--- src/rtl/int_exec_pkg.sv ---
package int_exec_pkg;

   typedef enum logic [4:0] {
      FN_ADD  = 5'd0,
      FN_ADDU = 5'd1,
      FN_SUB  = 5'd2,
      FN_SUBU = 5'd3,
      FN_AND  = 5'd4,
      FN_OR   = 5'd5,
      FN_XOR  = 5'd6,
      FN_LHI  = 5'd7,
      FN_SLL  = 5'd8,
      FN_SRL  = 5'd9,
      FN_SRA  = 5'd10,
      FN_LT   = 5'd11,
      FN_GT   = 5'd12,
      FN_LE   = 5'd13,
      FN_GE   = 5'd14,
      FN_EQ   = 5'd15,
      FN_NE   = 5'd16
   } fn_e;

   localparam int FN_W = 5;

   function automatic logic fn_is_cmp(input logic [FN_W-1:0] f);
      return (f >= FN_LT) && (f <= FN_NE);
   endfunction

   function automatic logic fn_is_shift(input logic [FN_W-1:0] f);
      return (f >= FN_SLL) && (f <= FN_SRA);
   endfunction

   // immediate widening policy: signed arithmetic and signed compares sign-extend
   function automatic logic fn_imm_sext(input logic [FN_W-1:0] f, input logic ucmp);
      return (f == FN_ADD) || (f == FN_SUB) || (fn_is_cmp(f) && !ucmp);
   endfunction

endpackage

--- src/rtl/exec_opnd_sel.sv ---
module exec_opnd_sel #(
   parameter int DATA_W = 32,
   parameter int IMM_W  = 16
) (
   input  logic [DATA_W-1:0] rt_i,
   input  logic [IMM_W-1:0]  imm_i,
   input  logic              use_imm_i,
   input  logic              sext_i,
   output logic [DATA_W-1:0] opb_o
);

   localparam int EXT_W = DATA_W - IMM_W;

   logic [EXT_W-1:0]  ext_bits;
   logic [DATA_W-1:0] imm_wide;

   assign ext_bits = {EXT_W{sext_i & imm_i[IMM_W-1]}};
   assign imm_wide = {ext_bits, imm_i};
   assign opb_o    = use_imm_i ? imm_wide : rt_i;

   always_comb begin
      if (use_imm_i && !sext_i) begin

         zext_upper_chk: assert (opb_o[DATA_W-1:IMM_W] == '0)
            else $error("zero-extended immediate has upper bits set");
      end
   end

endmodule

--- src/rtl/exec_addsub.sv ---
module exec_addsub #(
   parameter int DATA_W = 32
) (
   input  logic [DATA_W-1:0] a_i,
   input  logic [DATA_W-1:0] b_i,
   input  logic              sub_i,
   output logic [DATA_W-1:0] sum_o,
   output logic              sovf_o
);

   logic [DATA_W-1:0] b_eff;

   assign b_eff  = sub_i ? ~b_i : b_i;
   assign sum_o  = a_i + b_eff + {{(DATA_W-1){1'b0}}, sub_i};
   assign sovf_o = (a_i[DATA_W-1] == b_eff[DATA_W-1]) &&
                   (sum_o[DATA_W-1] != a_i[DATA_W-1]);

endmodule

--- src/rtl/exec_shift.sv ---
module exec_shift #(
   parameter int DATA_W     = 32,
   parameter int SHIFT_IMPL = 0,
   localparam int SHW       = $clog2(DATA_W)
) (
   input  logic [DATA_W-1:0] val_i,
   input  logic [SHW-1:0]    amt_i,
   input  logic              right_i,
   input  logic              arith_i,
   output logic [DATA_W-1:0] res_o
);

   generate
      if (SHIFT_IMPL == 0) begin : g_behav
         always_comb begin
            if (!right_i)
               res_o = val_i << amt_i;
            else if (arith_i)
               res_o = $unsigned($signed(val_i) >>> amt_i);
            else
               res_o = val_i >> amt_i;
         end
      end else begin : g_barrel
         logic [DATA_W-1:0] rev_in;
         logic [DATA_W-1:0] rev_out;
         logic [DATA_W-1:0] stage [0:SHW];
         logic              fill;

         for (genvar i = 0; i < DATA_W; i++) begin : g_rev
            assign rev_in[i]  = val_i[DATA_W-1-i];
            assign rev_out[i] = stage[SHW][DATA_W-1-i];
         end

         assign fill     = right_i & arith_i & val_i[DATA_W-1];
         assign stage[0] = right_i ? val_i : rev_in;

         for (genvar k = 0; k < SHW; k++) begin : g_stg
            localparam int STEP = 1 << k;
            assign stage[k+1] = amt_i[k] ?
                                {{STEP{fill}}, stage[k][DATA_W-1:STEP]} : stage[k];
         end

         assign res_o = right_i ? stage[SHW] : rev_out;
      end
   endgenerate

   always_comb begin
      if (right_i && amt_i != '0) begin
         if (arith_i) begin

            sra_sign_chk: assert (res_o[DATA_W-1] == val_i[DATA_W-1])
               else $error("arithmetic right shift lost the sign");
         end else begin

            srl_fill_chk: assert (res_o[DATA_W-1] == 1'b0)
               else $error("logical right shift filled with one");
         end
      end
      if (!right_i && amt_i != '0) begin

         sll_fill_chk: assert (res_o[0] == 1'b0)
            else $error("left shift filled with one");
      end
   end

endmodule

--- src/rtl/exec_cmp.sv ---
module exec_cmp #(
   parameter int DATA_W = 32
) (
   input  logic [DATA_W-1:0] a_i,
   input  logic [DATA_W-1:0] b_i,
   input  logic              unsigned_i,
   output logic              lt_o,
   output logic              eq_o,
   output logic              gt_o
);

   assign eq_o = (a_i == b_i);
   assign lt_o = unsigned_i ? (a_i < b_i) : ($signed(a_i) < $signed(b_i));
   assign gt_o = unsigned_i ? (a_i > b_i) : ($signed(a_i) > $signed(b_i));

   always_comb begin

      cmp_onehot_chk: assert ($onehot({lt_o, eq_o, gt_o}))
         else $error("comparator relations not exclusive");
   end

endmodule

--- src/rtl/int_exec_unit.sv ---
module int_exec_unit
   import int_exec_pkg::*;
#(
   parameter int DATA_W     = 32,
   parameter int IMM_W      = 16,
   parameter int SHIFT_IMPL = 0
) (
   input  logic [FN_W-1:0]   fn_i,
   input  logic              use_imm_i,
   input  logic              ucmp_i,
   input  logic [DATA_W-1:0] rs_i,
   input  logic [DATA_W-1:0] rt_i,
   input  logic [IMM_W-1:0]  imm_i,
   output logic [DATA_W-1:0] result_o,
   output logic              ovf_o
);

   localparam int SHW   = $clog2(DATA_W);
   localparam int LOW_W = DATA_W - IMM_W;

   generate
      if (DATA_W < 2 * IMM_W) begin : g_bad_width
         $error("DATA_W must hold at least two immediates");
      end
      if ((1 << SHW) != DATA_W) begin : g_bad_pow2
         $error("DATA_W must be a power of two");
      end
      if (SHIFT_IMPL < 0 || SHIFT_IMPL > 1) begin : g_bad_impl
         $error("SHIFT_IMPL must be 0 or 1");
      end
   endgenerate

   fn_e               fn;
   logic              sext;
   logic [DATA_W-1:0] opb;
   logic [DATA_W-1:0] sum;
   logic              sovf;
   logic [DATA_W-1:0] shres;
   logic              lt, eq, gt;
   logic              cond;

   assign fn   = fn_e'(fn_i);
   assign sext = fn_imm_sext(fn_i, ucmp_i);

   exec_opnd_sel #(.DATA_W(DATA_W), .IMM_W(IMM_W)) u_opnd (
      .rt_i      (rt_i),
      .imm_i     (imm_i),
      .use_imm_i (use_imm_i),
      .sext_i    (sext),
      .opb_o     (opb)
   );

   exec_addsub #(.DATA_W(DATA_W)) u_addsub (
      .a_i    (rs_i),
      .b_i    (opb),
      .sub_i  ((fn == FN_SUB) || (fn == FN_SUBU)),
      .sum_o  (sum),
      .sovf_o (sovf)
   );

   exec_shift #(.DATA_W(DATA_W), .SHIFT_IMPL(SHIFT_IMPL)) u_shift (
      .val_i   (rs_i),
      .amt_i   (opb[SHW-1:0]),
      .right_i (fn != FN_SLL),
      .arith_i (fn == FN_SRA),
      .res_o   (shres)
   );

   exec_cmp #(.DATA_W(DATA_W)) u_cmp (
      .a_i        (rs_i),
      .b_i        (opb),
      .unsigned_i (ucmp_i),
      .lt_o       (lt),
      .eq_o       (eq),
      .gt_o       (gt)
   );

   always_comb begin
      case (fn)
         FN_LT:   cond = lt;
         FN_GT:   cond = gt;
         FN_LE:   cond = lt | eq;
         FN_GE:   cond = gt | eq;
         FN_EQ:   cond = eq;
         FN_NE:   cond = !eq;
         default: cond = 1'b0;
      endcase
   end

   always_comb begin
      ovf_o = 1'b0;
      case (fn)
         FN_ADD, FN_SUB: begin
            result_o = sum;
            ovf_o    = sovf;
         end
         FN_ADDU, FN_SUBU:             result_o = sum;
         FN_AND:                       result_o = rs_i & opb;
         FN_OR:                        result_o = rs_i | opb;
         FN_XOR:                       result_o = rs_i ^ opb;
         FN_LHI:                       result_o = {imm_i, {LOW_W{1'b0}}};
         FN_SLL, FN_SRL, FN_SRA:       result_o = shres;
         FN_LT, FN_GT, FN_LE,
         FN_GE, FN_EQ, FN_NE:          result_o = {{(DATA_W-1){1'b0}}, cond};
         default:                      result_o = '0;
      endcase
   end

   always_comb begin
      if (fn != FN_ADD && fn != FN_SUB) begin

         no_overflow_chk: assert (!ovf_o)
            else $error("overflow raised outside signed add/sub");
      end
      if (fn == FN_LHI) begin

         lhi_low_zero_chk: assert (result_o[LOW_W-1:0] == '0)
            else $error("load-high left low bits set");
      end
      if (fn_is_cmp(fn_i)) begin

         cmp_bool_chk: assert (result_o[DATA_W-1:1] == '0)
            else $error("compare result not 0 or 1");
      end
      if (fn_i > FN_NE) begin

         unused_zero_chk: assert (result_o == '0 && !ovf_o)
            else $error("unused code produced output");
      end
   end

endmodule

--- config.mk ---
export PLATFORM = sky130hd
export DESIGN_NAME = int_exec_unit
export DESIGN_NICKNAME = d
export VERILOG_FILES = /design/src/rtl/int_exec_pkg.sv /design/src/rtl/exec_opnd_sel.sv /design/src/rtl/exec_addsub.sv /design/src/rtl/exec_shift.sv /design/src/rtl/exec_cmp.sv /design/src/rtl/int_exec_unit.sv
export SDC_FILE = /design/constraint.sdc
export NUM_CORES = 1
export LEC_CHECK = 0
export BUFFER_PORTS_ARGS = -buffer_cell sky130_fd_sc_hd__buf_2
export CAP_MARGIN = 20
export CORE_MARGIN = 8
export CORE_UTILIZATION = 30
export DETAILED_ROUTE_END_ITERATION = 12
export MAX_ROUTING_LAYER = met4
export SLEW_MARGIN = 20
export SYNTH_ARGS = -nofsm -noshare
export SYNTH_HDL_FRONTEND = slang
export SYNTH_SLANG_ARGS = --single-unit
--- constraint.sdc ---
create_clock -name vclk -period 4.6
set_input_delay 0.46 -clock vclk [all_inputs]
set_output_delay 0.46 -clock vclk [all_outputs]
set_load 0.02 [all_outputs]
# Word-level counts from Yosys, hierarchy flattened
# Cells that the tools add are included.
[totals]
ff_bits = 0
[classes]
n_addsub = 2
n_lt_le_gt_ge = 6
n_eq_ne = 20
shift = 3
mux = 9
bitwise = 7
reduce_logical = 13
[op_table]
columns = ["operator", "count"]
rows = [
  ["32-bit one-hot mux with 7 select lines", 1],
  ["32-bit two-way mux", 4],
  ["32-bit greater-than comparator", 2],
  ["32-bit less-than comparator", 2],
  ["5-bit by 4-bit == test with 1-bit output (second input constant)", 8],
  ["32-bit by 1-bit adder with 32-bit output", 1],
  ["32-bit adder", 1],
  ["32-bit bitwise AND", 1],
  ["32-bit == test", 1],
  ["32-bit NOT", 1],
  ["32-bit bitwise OR", 1],
  ["32-bit by 5-bit left shift with 32-bit output", 1],
  ["32-bit by 5-bit right shift with 32-bit output", 1],
  ["32-bit by 5-bit >>> shifter with 32-bit output", 1],
  ["32-bit bitwise XOR", 1],
  ["5-bit by 3-bit == test with 1-bit output (second input constant)", 4],
  ["5-bit by 2-bit == test with 1-bit output (second input constant)", 2],
  ["1-bit one-hot mux with 6 select lines", 1],
  ["6-bit OR reduction", 1],
  ["5-bit by 1-bit == test with 1-bit output (second input constant)", 1],
  ["5-bit == test (second input constant)", 1],
  ["5-bit by 4-bit greater-or-equal comparator with 1-bit output (second input constant)", 1],
  ["5-bit <= comparator (second input constant)", 1],
  ["5-bit zero test", 1],
  ["12 further kinds", 20],
]

# Longest topological paths before layout
[depth]
ltp_word = 13
mapped_depth = 17
ltp_nobuf = 15

# By module
# Synthesis repeated with hierarchy kept, for this count alone.
[hier_totals]
cells_unflattened = 1273
area_unflattened_um2 = 9595.5
[by_module_without_submodules]
columns = ["mod", "instances", "cells_per_inst", "area_each_um2"]
rows = [
  ["exec_shift", 1, 513, 4080.2],
  ["int_exec_unit", 1, 293, 2145.8],
  ["exec_addsub", 1, 299, 2090.8],
  ["exec_cmp", 1, 114, 849.6],
  ["exec_opnd_sel", 1, 54, 429.2],
]

# Worst setup path after synthesis
# Ideal clock, no wire load.
[synth_timing]
path_kind = "in2out"
from = "in use_imm_i"
to = "out ovf_o"
t_arrival_ns = 4.000
path_slack_ns = 0.140
path_stages = 14
path_cell_list = "buf_6 -> clkbuf_1 -> buf_1 -> mux2i_1 -> xnor2_1 -> ha_1 -> nand4_1 -> o21ai_0 -> o211ai_1 -> nand2_1 -> o21ai_1 -> o21ai_1 -> or3_1 -> a211oi_1"
[synth_via]
elab_chain_len = 8
word_cells_on_any_way = 9
cone_classes = "2 x add/sub; 2 x eq/ne; 3 x mux; 1 x bitwise; 1 x reduce/logical"
[synth_rtl]
columns = ["element", "line_no", "text"]
rows = [
  ["from (decl)", "int_exec_unit.sv:9", "input logic use_imm_i,"],
  ["32-bit two-way mux *", "exec_opnd_sel.sv:19", "assign opb_o = use_imm_i ? imm_wide : rt_i;"],
  ["32-bit NOT", "exec_addsub.sv:13", "assign b_eff = sub_i ? ~b_i : b_i;"],
  ["32-bit two-way mux *", "exec_addsub.sv:13", ""],
  ["32-bit adder", "exec_addsub.sv:14", "assign sum_o = a_i + b_eff + {{(DATA_W-1){1'b0}}, sub_i};"],
  ["32-bit by 1-bit adder with 32-bit output", "exec_addsub.sv:14", ""],
  ["1-bit inequality test", "exec_addsub.sv:16", "(sum_o[DATA_W-1] != a_i[DATA_W-1]);"],
  ["1-bit logical AND *", "exec_addsub.sv:15", "assign sovf_o = (a_i[DATA_W-1] == b_eff[DATA_W-1]) &&"],
  ["1-bit two-way mux *", "int_exec_unit.sv:92", "case (fn)"],
  ["to (decl)", "int_exec_unit.sv:15", "output logic ovf_o"],
]
# Every way passes the cells marked *; elsewhere a longest branch is shown, timed or not.

# Final worst setup path
[layout_timing]
from = "in use_imm_i"
to = "out result_o[6]"
[layout_via]
elab_chain_len = 6
word_cells_on_any_way = 14
cone_classes = "2 x add/sub; 3 x shift; 5 x mux; 4 x bitwise"
[layout_rtl]
columns = ["element", "line_no", "text"]
rows = [
  ["32-bit two-way mux *", "exec_opnd_sel.sv:19", ""],
  ["32-bit NOT", "exec_addsub.sv:13", ""],
  ["32-bit two-way mux", "exec_addsub.sv:13", ""],
  ["32-bit adder", "exec_addsub.sv:14", ""],
  ["32-bit by 1-bit adder with 32-bit output", "exec_addsub.sv:14", ""],
  ["32-bit one-hot mux with 7 select lines *", "int_exec_unit.sv:92", ""],
  ["to (decl)", "int_exec_unit.sv:14", "output logic [DATA_W-1:0] result_o,"],
]
# Marks and branches as above.

==> reports/metrics.yaml <==
tightest_slew_ps: 968
power_density_mw_per_mm2: 150
cp_max_fo: 34
slew-limit-headroom_pct: 35.4
viasPerCell: 6.10
p_clk_share_pct: 0
yosysUniqueCellTypes: 80
switchingPower_w: 0.000991
num_antenna_cells: 0
vdd_drop_max_mv: 0.0482
hold_viol: 0
drt-initial-drc-count: 1424
swShare_pct: 60.6
instances_no_fill: 1780
ys_seq_area_share_pct: 0
end_kind: "output port"
synth_commonest_cells: "131 x ha_1, 113 x nand2_1, 112 x mux2i_1"
antenna_found_initial: 0
worst-path-buf-inv: 7
initial_core_util_pct: 30.6
die-area_mm2: 0.0361
critical_path.max_stage_delay_ps: 470
grt_overflow_total: 0
yosys.area_share.adder_pct: 18.3
drc: 0
period_minus_slack_ps: 4410
grt_max_degree: 45
clock_buffers: 0
pwr-share-seq_pct: 0
nNetsFinal: 1611
synthXorXnorAreaFrac_pct: 5.30
wl_per_cell_um: 25.1
finalCritPeriodShare_pct: 95.9
final-seq-area_um2: 0
nFlopsAndLatches: 0
yosys_warnings: 0
routabilityCongestion: 1.01
yosys.area.top_type: "ha_1"
syn_inst: 1234
die_y_um: 190
avgSynthCellArea_um2: 7.36
cellLeakagePower_nw: 5.03
timing.hold.ws_ps: 1350
place_ws_ps: 85.4
p_int_w: 0.000645
hp-class: "in2out"
fmax_ghz: 0.227
dp.cells: 1770
status: "finished clean"
p_comb_share_pct: 100.0
firstDrtPassIters: 6
grt_pass1_wl_mm: 66.9
hold_buffers: 0
vias: 10900
path_class: "in2out"
yosys.area_share.simple_pct: 16.3
dp_hpwl_mm: 35.4
grt_use_total_pct: 24.3
multi_input_area_mm2: 0.00846
synth.cell_area_mm2: 0.00908
path_cells: "buf_2, buf_12, mux2i_4, buf_4, inv_2, buf_12, mux4_2, nor2_1, a311oi_1, a31oi_1, o21ai_0, buf_4, o311ai_1, buf_2"
pin_count: 120
crit_required_ps: 4140
maxSlewViolCount: 0
post-synth-top-count-cell: "ha_1"
fill_cells: 3180
core_area_mm2: 0.0297
crit_family: "buffers and inverters"
drive_gt1_share_pct: 23.4
final_antenna_net_count: 0
worst_slack_ps: 189
grt_pass1_vias: 10400
port_buffers: 120
setup_viol: 0
yosys-top-cells-area: "ha_1 18%, mux2i_1 12%, mux4_2 8.4%"
syn_nets: 1453
cp_slowest_cell: "mux4_2"
area_delta_synth_final_pct: 20.2
critPathArrivalTime_ps: 3950
critPathLaunchType: "input pin"
finalWirelength_mm: 44.7
synth_compound_area_share_pct: 28.9
drv_cap: 0
startpoint: "use_imm_i"
die_w_um: 190
yosys-mux-area-fraction_pct: 23.2
synth_top_family_by_area: "compound AO/OA/AOI/OAI gates"
min_from: "imm_i[7]"
synth_top_area_share_pct: 18.0
rows: 63
==> cells in the final DEF (no fill, tap or decap), types with 10 or more instances in the layout <==
cell | synthesis | layout
inv_1 | 81 | 80
o211ai_1 | 29 | 29
a31oi_1 | 17 | 17
a21o_1 | 13 | 13
nand3_1 | 27 | 27
mux4_2 | 34 | 34
o21ai_0 | 92 | 89
nand2_1 | 113 | 113
buf_12 | 0 | 11
a211o_1 | 10 | 10
nor2_1 | 94 | 92
buf_2 | 18 | 119
a21oi_1 | 83 | 82
ha_1 | 131 | 129
mux2_2 | 10 | 10
a22oi_1 | 10 | 10
a211oi_1 | 23 | 23
a221o_1 | 10 | 10
o21ai_1 | 9 | 11
xor2_1 | 10 | 10
xnor2_1 | 45 | 45
a221oi_1 | 19 | 19
buf_4 | 3 | 110
mux2i_1 | 112 | 110
nor3_1 | 23 | 21
==> stage by stage <==
stage | area [µm²] | util, % | setup TNS [ps] | power [W]
finish | 10900 | 36.7 | 0 | 0.00164
detailed placement | 10700 | 36.1 | 0 | 0.00156
global placement | 10700 | 36.1 | 0 | 0.00156
global route | 10900 | 36.7 | -52.7 | 0.00175
floorplan | 9080 | - | 0 | 0.000998
CTS | 10700 | 36.1 | 0 | 0.00157
==> metal layers <==
layer	GRT usage [%]	share of wire, %	vias to the layer above	routed length [µm]
met1	33.4	44	5265	19600
met4	8.45	4.0	0	1800
met3	2.23	8.0	84	3580
met5	-	0	-	0
met2	36.7	44	560	19700
li1	-	-	4950	-
==> power by group through the flow <==
stage	sequential (W)	clock (W)	combinational [W]
3_3_place_gp	0	0	0.00156
4_1_cts	0	0	0.00157
5_1_grt	0	0	0.00175
2_1_floorplan	0	0	0.000998
3_5_place_dp	0	0	0.00156
6_report	0	0	0.00164
==> final timing paths <==
kind	end	slack (ps)	cells after the start
hold / removal	result_o[23]	1350	4
setup / recovery	result_o[6]	190	14
==> cell type report <==
type	count	area share, %
Tap cell	390	4.47
Inverter	86	2.96
Multi-Input combinational cell	1064	77.5
Timing Repair Buffer	240	15.0
==> timing repair <==
| item | CTS | global route |
|---|---|---|
| endpoints found under the setup margin | 0 | 12 |
| gates resized for setup | 0 | 22 |
| buffers inserted | 0 | 10 |
==> cells by family (layout without fill, tap and decap cells) <==
group                    after synthesis  count (layout)
AO/OA/AOI/OAI                        395             395
AND/OR/NAND/NOR                      321             321
buffers and inverters                170             326
multiplexers                         161             161
XOR/XNOR                              55              55
adder cells (fa/ha/maj)              132             132
Power figures use the tool's default switching activity.
